## config.mk

```make
export PLATFORM = sky130hd
export DESIGN_NAME = burst_col_gen
export DESIGN_NICKNAME = d
export VERILOG_FILES = /design/src/rtl/burst_pkg.sv /design/src/rtl/mode_cfg.sv /design/src/rtl/burst_seq.sv /design/src/rtl/burst_col_gen.sv
export SDC_FILE = /design/constraint.sdc
export NUM_CORES = 1
export LEC_CHECK = 0
export ABC_AREA = 1
export BUFFER_PORTS_ARGS = -buffer_cell sky130_fd_sc_hd__buf_2
export CAP_MARGIN = 0
export CORE_AREA = 2 2 82 84
export DETAILED_ROUTE_END_ITERATION = 8
export DIE_AREA = 0 0 84 86
export HOLD_SLACK_MARGIN = 0.1
export SYNTH_ARGS = -nofsm -noshare
export SYNTH_HDL_FRONTEND = slang
export SYNTH_HIERARCHICAL = 1
export SYNTH_SLANG_ARGS = --single-unit
```

## constraint.sdc

```tcl
create_clock -name clk -period 2.1 [get_ports clk]
set_input_delay 0.315 -clock clk [delete_from_list [all_inputs] [get_ports clk]]
set_output_delay 0.315 -clock clk [all_outputs]
set_load 0.03 [all_outputs]
```

## src/rtl/burst_pkg.sv

```systemverilog
package burst_pkg;
  localparam int SPAN_W = 4;

  typedef struct packed {
    logic [SPAN_W-1:0] span;       // log2 of block size, COL_W means full row
    logic              ilv;        // 1 = xor ordering
    logic              cas3;       // 1 = latency 3, 0 = latency 2
    logic              wr_single;  // writes access one location
  } burst_cfg_t;
endpackage

```

## src/rtl/mode_cfg.sv

```systemverilog
module mode_cfg
  import burst_pkg::*;
#(
  parameter int MODE_W = 13,
  parameter int COL_W  = 9
) (
  input  logic              clk,
  input  logic              rst_n,
  input  logic              ld,
  input  logic [MODE_W-1:0] word,
  output burst_cfg_t        cfg,
  output logic              err
);
  localparam logic [SPAN_W-1:0] FULL_SPAN = SPAN_W'(COL_W);

  burst_cfg_t cfg_q, cfg_d, dec;
  logic       err_q, err_d;
  logic       len_ok, cas_ok, op_ok;

  // field decode
  always_comb begin
    dec.ilv       = word[3];
    dec.cas3      = word[4];
    dec.wr_single = word[9];
    len_ok        = 1'b1;
    unique case (word[2:0])
      3'b000:  dec.span = '0;
      3'b001:  dec.span = SPAN_W'(1);
      3'b010:  dec.span = SPAN_W'(2);
      3'b011:  dec.span = SPAN_W'(3);
      3'b111: begin
        dec.span = FULL_SPAN;
        len_ok   = !word[3];
      end
      default: begin
        dec.span = '0;
        len_ok   = 1'b0;
      end
    endcase
    cas_ok = (word[6:4] == 3'b010) || (word[6:4] == 3'b011);
    op_ok  = (word[8:7] == 2'b00);
  end

  // next state
  always_comb begin
    cfg_d = cfg_q;
    err_d = 1'b0;
    if (ld) begin
      if (len_ok && cas_ok && op_ok) cfg_d = dec;
      else                           err_d = 1'b1;
    end
  end

  always_ff @(posedge clk or negedge rst_n) begin
    if (!rst_n) begin
      cfg_q <= '0;
      err_q <= 1'b0;
    end else begin
      cfg_q <= cfg_d;
      err_q <= err_d;
    end
  end

  assign cfg = cfg_q;
  assign err = err_q;

  AST_ERR_KEEPS_CFG: assert property (@(posedge clk) disable iff (!rst_n)
    err_q |-> $stable(cfg_q));
  AST_ERR_ONLY_ON_LOAD: assert property (@(posedge clk) disable iff (!rst_n)
    err_q |-> $past(ld));
  AST_CFG_MOVES_ON_LOAD: assert property (@(posedge clk) disable iff (!rst_n)
    !$stable(cfg_q) |-> $past(ld) && !err_q);
endmodule

```

## src/rtl/burst_seq.sv

```systemverilog
module burst_seq
  import burst_pkg::*;
#(
  parameter int COL_W = 9
) (
  input  logic             clk,
  input  logic             rst_n,
  input  burst_cfg_t       cfg,
  input  logic             start,
  input  logic [COL_W-1:0] start_col,
  input  logic             start_wr,
  input  logic             term,
  output logic [COL_W-1:0] col_addr,
  output logic             col_vld,
  output logic             col_last
);
  localparam logic [SPAN_W-1:0] FULL_SPAN = SPAN_W'(COL_W);

  logic             act_q, act_d;
  logic [COL_W-1:0] base_q, base_d;
  logic [COL_W-1:0] beat_q, beat_d;
  logic [COL_W-1:0] mask_q, mask_d;
  logic             ilv_q, ilv_d;
  logic             fp_q, fp_d;
  logic [COL_W-1:0] cfg_mask, sum, xr;
  logic             single;

  // per-bit block mask from span
  for (genvar i = 0; i < COL_W; i++) begin : g_mask
    assign cfg_mask[i] = (cfg.span > SPAN_W'(i));
  end

  assign single = start_wr && cfg.wr_single;

  // per-bit column ordering: advancing bits inside block, fixed bits above
  assign sum = base_q + beat_q;
  assign xr  = base_q ^ beat_q;
  for (genvar i = 0; i < COL_W; i++) begin : g_addr
    assign col_addr[i] = mask_q[i] ? (ilv_q ? xr[i] : sum[i]) : base_q[i];
  end

  assign col_vld  = act_q;
  assign col_last = act_q && (term || (!fp_q && (beat_q == mask_q)));

  // next state
  always_comb begin
    act_d  = act_q;
    base_d = base_q;
    beat_d = beat_q;
    mask_d = mask_q;
    ilv_d  = ilv_q;
    fp_d   = fp_q;
    if (act_q) begin
      if (col_last) act_d = 1'b0;
      else          beat_d = beat_q + 1'b1;
    end else if (start) begin
      act_d  = 1'b1;
      base_d = start_col;
      beat_d = '0;
      mask_d = single ? '0 : cfg_mask;
      ilv_d  = cfg.ilv;
      fp_d   = !single && (cfg.span == FULL_SPAN);
    end
  end

  always_ff @(posedge clk or negedge rst_n) begin
    if (!rst_n) begin
      act_q  <= 1'b0;
      base_q <= '0;
      beat_q <= '0;
      mask_q <= '0;
      ilv_q  <= 1'b0;
      fp_q   <= 1'b0;
    end else begin
      act_q  <= act_d;
      base_q <= base_d;
      beat_q <= beat_d;
      mask_q <= mask_d;
      ilv_q  <= ilv_d;
      fp_q   <= fp_d;
    end
  end

  AST_LAST_THEN_IDLE: assert property (@(posedge clk) disable iff (!rst_n)
    col_last |=> !col_vld);
  AST_TERM_ENDS: assert property (@(posedge clk) disable iff (!rst_n)
    col_vld && term |-> col_last);
  AST_BLOCK_FIXED: assert property (@(posedge clk) disable iff (!rst_n)
    col_vld && $past(col_vld) && !$past(col_last)
      |-> ((col_addr & ~mask_q) == ($past(col_addr) & ~mask_q)));
  AST_BUSY_KEEPS_BASE: assert property (@(posedge clk) disable iff (!rst_n)
    col_vld && !col_last |=> col_vld && $stable(base_q));
  AST_FULL_PAGE_STEP: assert property (@(posedge clk) disable iff (!rst_n)
    col_vld && fp_q && !ilv_q && $past(col_vld) && !$past(col_last)
      |-> col_addr == $past(col_addr) + 1'b1);
endmodule

```

## src/rtl/burst_col_gen.sv

```systemverilog
module burst_col_gen
  import burst_pkg::*;
#(
  parameter int MODE_W = 13,
  parameter int COL_W  = 9
) (
  input  logic              clk,
  input  logic              rst_n,
  input  logic              mode_ld,
  input  logic [MODE_W-1:0] mode_word,
  input  logic              start,
  input  logic [COL_W-1:0]  start_col,
  input  logic              start_wr,
  input  logic              term,
  output logic [COL_W-1:0]  col_addr,
  output logic              col_vld,
  output logic              col_last,
  output logic [1:0]        cas_lat,
  output logic              mode_err
);
  logic [1:0] rst_sync_q;
  logic       rst_int_n;
  burst_cfg_t cfg;

  // asynchronous assert, synchronous release
  always_ff @(posedge clk or negedge rst_n) begin
    if (!rst_n) rst_sync_q <= '0;
    else        rst_sync_q <= {rst_sync_q[0], 1'b1};
  end
  assign rst_int_n = rst_sync_q[1];

  mode_cfg #(.MODE_W(MODE_W), .COL_W(COL_W)) u_mode_cfg (
    .clk  (clk),
    .rst_n(rst_int_n),
    .ld   (mode_ld),
    .word (mode_word),
    .cfg  (cfg),
    .err  (mode_err)
  );

  burst_seq #(.COL_W(COL_W)) u_burst_seq (
    .clk      (clk),
    .rst_n    (rst_int_n),
    .cfg      (cfg),
    .start    (start),
    .start_col(start_col),
    .start_wr (start_wr),
    .term     (term),
    .col_addr (col_addr),
    .col_vld  (col_vld),
    .col_last (col_last)
  );

  assign cas_lat = cfg.cas3 ? 2'd3 : 2'd2;

  AST_CAS_LEGAL: assert property (@(posedge clk) disable iff (!rst_int_n)
    (cas_lat == 2'd2) || (cas_lat == 2'd3));
endmodule

```

==> results.toml <==
[status]
status = "finished with violations"
violations = "setup timing"

[pwr]
pwr-share-clk_pct = 15.2
p_sw_share_pct = 45.41
power.share.combinational_pct = 51.8
power_leakage_uw = 0.001647
irDropWorstVdd_v = 0.0004779
p_int_uw = 1818
p_sw_uw = 1513
seq_power_share_pct = 33.0
power-per-cell-area_nw_per_um2 = 1107

[sta]
worst_pin_slew_ns = 0.6239
setup_viol = 6
hold_violations = 0
finalWorstSetupSlack_ns = -0.2515
clock.fmax_ghz = 0.4253
period_minus_slack_ns = 2.351
post-route-period-util_pct = 112.0
rsz0062_at_grt = "true"
drv_slew = 0
max_slew_margin_pct = 58.36
final.setup_skew_ns = 0.003649

[critical_path]
r2r_setup_slack_ns = 0.52
crit_required_ns = 1.78
end_kind = "output port"
cp_slowest_cell = "dfrtp_1"
max_stage_delay_ns = 0.39
crit_buf_inv = 2
r2r-end = "u_burst_seq/beat_q[0]"
cp_data_arrival_time_ns = 2.04
criticalPathCategory = "flip-flop to output port"
worstPathCellList = "ha_2 -> fa_2 -> nand3_2 -> nand2_2 -> buf_4 -> nand2_2 -> xor2_1 -> o21ai_1 -> buf_4"
reg2reg_from = "u_burst_seq/beat_q[1]"
crit_fanout = 2
reg2reg_depth = 8
crit_start = "u_burst_seq/base_q[0]"
critPathLaunchType = "flip-flop"
crit_family = "adder cells"

[drt]
drc = 0
vias = 2264
dr.pass1.iters = 4
avgViaCountPerCell = 4.900
antenna_left = 0
drtIter0Drc = 96
wl_um = 5795
wl_per_cell_um = 12.54

[clock_tree]
insertion_delay_ns = 0.30
clk_pin_slew_ns = 0.08
cts_buffer_depth = 2
clock_sinks = 39
cts_buffers = 5
root_buffer = "clkbuf_8"
cts_tree = "built"
cts_htree_levels = 2

[yosys]
synth_top_family_by_area = "simple AND/OR/NAND/NOR gates"
synth.mux.area_fraction_pct = 0
synth_cells = 334
synth_xor_area_share_pct = 2.841
netlist_area_um2 = 2466
synth_warnings = 6
synth_common_cells = "nand2_1, inv_1, dfrtp_1"
synth_enable_flop_cells = 0
synth-seq-cells = 39
avgSynthCellArea_um2 = 7.384
synth_top_area_cell = "dfrtp_1"
synth_compound_area_share_pct = 8.524
synth_adder_area_share_pct = 5.378
yosys.cell_count.top_type = "nand2_1"
synth_simple_gate_area_share_pct = 33.84
ys_async_sr_fraction_pct = 100.0
synth_top_cell_area_share_pct = 39.57
yosysSeqAreaShare_pct = 39.57
yosysUniqueCellTypes = 33
ys.flop_type = "dfrtp_1"
synth.area.top_cells = "dfrtp_1, nand2_1, inv_1"

[floorplan]
die_w_um = 84
start_util_pct = 39.29
fp.dieArea_um2 = 7224
coreArea_um2 = 6277
io_pins = 42
rows = 29
die_height_um = 86

[layout]
syn_to_final_growth_pct = 21.97
multi_input_area_um2 = 1335
seqCellArea_um2 = 978.4
drive_above_1_share_pct = 24.68
fin_area_um2 = 3008
antenna_cells = 0
fin_nets = 422
fill_cells = 645

[grt]
grt_first_pass_wirelength_um = 9998
grt_overflow_total = 0
grt_max_degree = 38
antenna_found_initial = 0
grt_use_total_pct = 17.39
grt_pass1_vias = 2140

[placed_design]
pre_cts_ws_ns = -0.02714
gp_congestion = 0.9085
dp_hpwl_um = 4294
dpl_cell_area_um2 = 2778
portBuffers = 37

[min_path]
worstHoldPathCells = 3
min_from = "start_col[5]"
holdPathEnd = "u_burst_seq/base_q[5]"
hp-class = "input port to flip-flop"

[run]
max-cap-violations = 0
==> worst reg2reg max path: stages, from the launching register on <==
cell and delay [ns]:
dfrtp_2 0.45, buf_4 0.16, or2_2 0.28, nand3_1 0.08, nor2_1 0.05, nand2_2 0.11, buf_4 0.18, nand4_1 0.09
nand2_1 0.11
==> final cells by class <==
type / count / share of cell area, %
timing repair buffer: 53 / 11.61
inverter: 44 / 5.491
multi-input combinational: 241 / 44.38
clock buffer: 5 / 2.288
tap: 77 / 3.203
sequential: 39 / 32.53
clock inverter: 3 / 0.4992
==> metrics by stage <==
step	cells	power (uW)	hold slack (ns)	TNS [ns]	utilization [%]
final	462	3331	0.2065	-0.8507	47.92
after global routing	462	3605	0.2288	-1.712	47.92
after CTS	459	3224	0.2022	-0.8685	46.48
after detailed placement	450	2631	0.1028	-0.02714	44.25
after global placement	450	2613	0.1005	-0.006426	44.25
after floorplan	335	2223	0.01941	0	-
==> power groups by stage <==
stage	sequential (uW)	combinational, uW	clock (uW)
2_1_floorplan	1110	1110	0
3_3_place_gp	1090	1520	0
3_5_place_dp	1100	1530	0
4_1_cts	1080	1610	526
5_1_grt	1120	1930	551
6_report	1100	1730	505
==> layer usage <==
layer  share of wire, %  up-vias  track usage [%]
met2                 50       38            29.16
li1                   -     1169                -
met3                2.7        9            2.887
met4                2.1        0            6.598
met5                  0        -                0
met1                 45     1048            22.64
==> how the worst max path moves through the flow <==
stage	end	slack [ns]	cells after the start
2_1_floorplan	col_addr[4]	0.07	7
5_1_grt	col_addr[4]	-0.35	9
6_report	col_addr[4]	-0.25	9
4_1_cts	col_addr[8]	-0.20	12
3_3_place_gp	col_addr[8]	-0.006	12
3_5_place_dp	col_addr[8]	-0.03	12
==> cells in the final DEF, fill, tap and decap left out, types with 3 or more instances in the layout <==
cell / instances
nor2_1: 14
buf_6: 5
nand2_1: 109
nand2_2: 9
ha_1: 6
nand3_1: 23
inv_1: 41
buf_2: 28
o21ai_0: 12
inv_2: 3
o21ai_1: 3
nand4_1: 18
o21ai_2: 3
a21oi_1: 5
xor2_1: 8
clkbuf_8: 5
o22ai_1: 3
dfrtp_1: 37
clkinv_2: 3
conb_1: 3
buf_4: 17
a21oi_2: 4
==> registers in the layout, indices dropped and copies added, names as in the netlist <==
register and count:
u_burst_seq/base_q 9, u_burst_seq/beat_q 9, u_burst_seq/mask_q 9, u_mode_cfg/cfg 6, rst_sync_q 2, u_burst_seq/col_vld 1
u_burst_seq/fp_q 1, u_burst_seq/ilv_q 1, u_mode_cfg/err 1
==> timing repair <==
| action | in CTS | in global routing |
|---|---|---|
| hold buffers | 1 | 0 |
| setup buffers | 0 | 3 |
| gates resized for setup | 17 | 23 |
| endpoints found under the hold margin | 2 | 0 |
| endpoints found under the setup margin | 8 | 9 |
| pin swaps | 4 | 4 |
==> cell families (layout without fill, tap and decap cells) <==
logic type,Yosys count,after routing
XOR/XNOR,8,8
buffers and inverters,55,105
other,2,3
adder cells (fa/ha/maj),10,10
AO/OA/AOI/OAI,37,37
flip-flops,39,39
AND/OR/NAND/NOR,183,183
No activity file was read; power rests on OpenSTA's default activity.
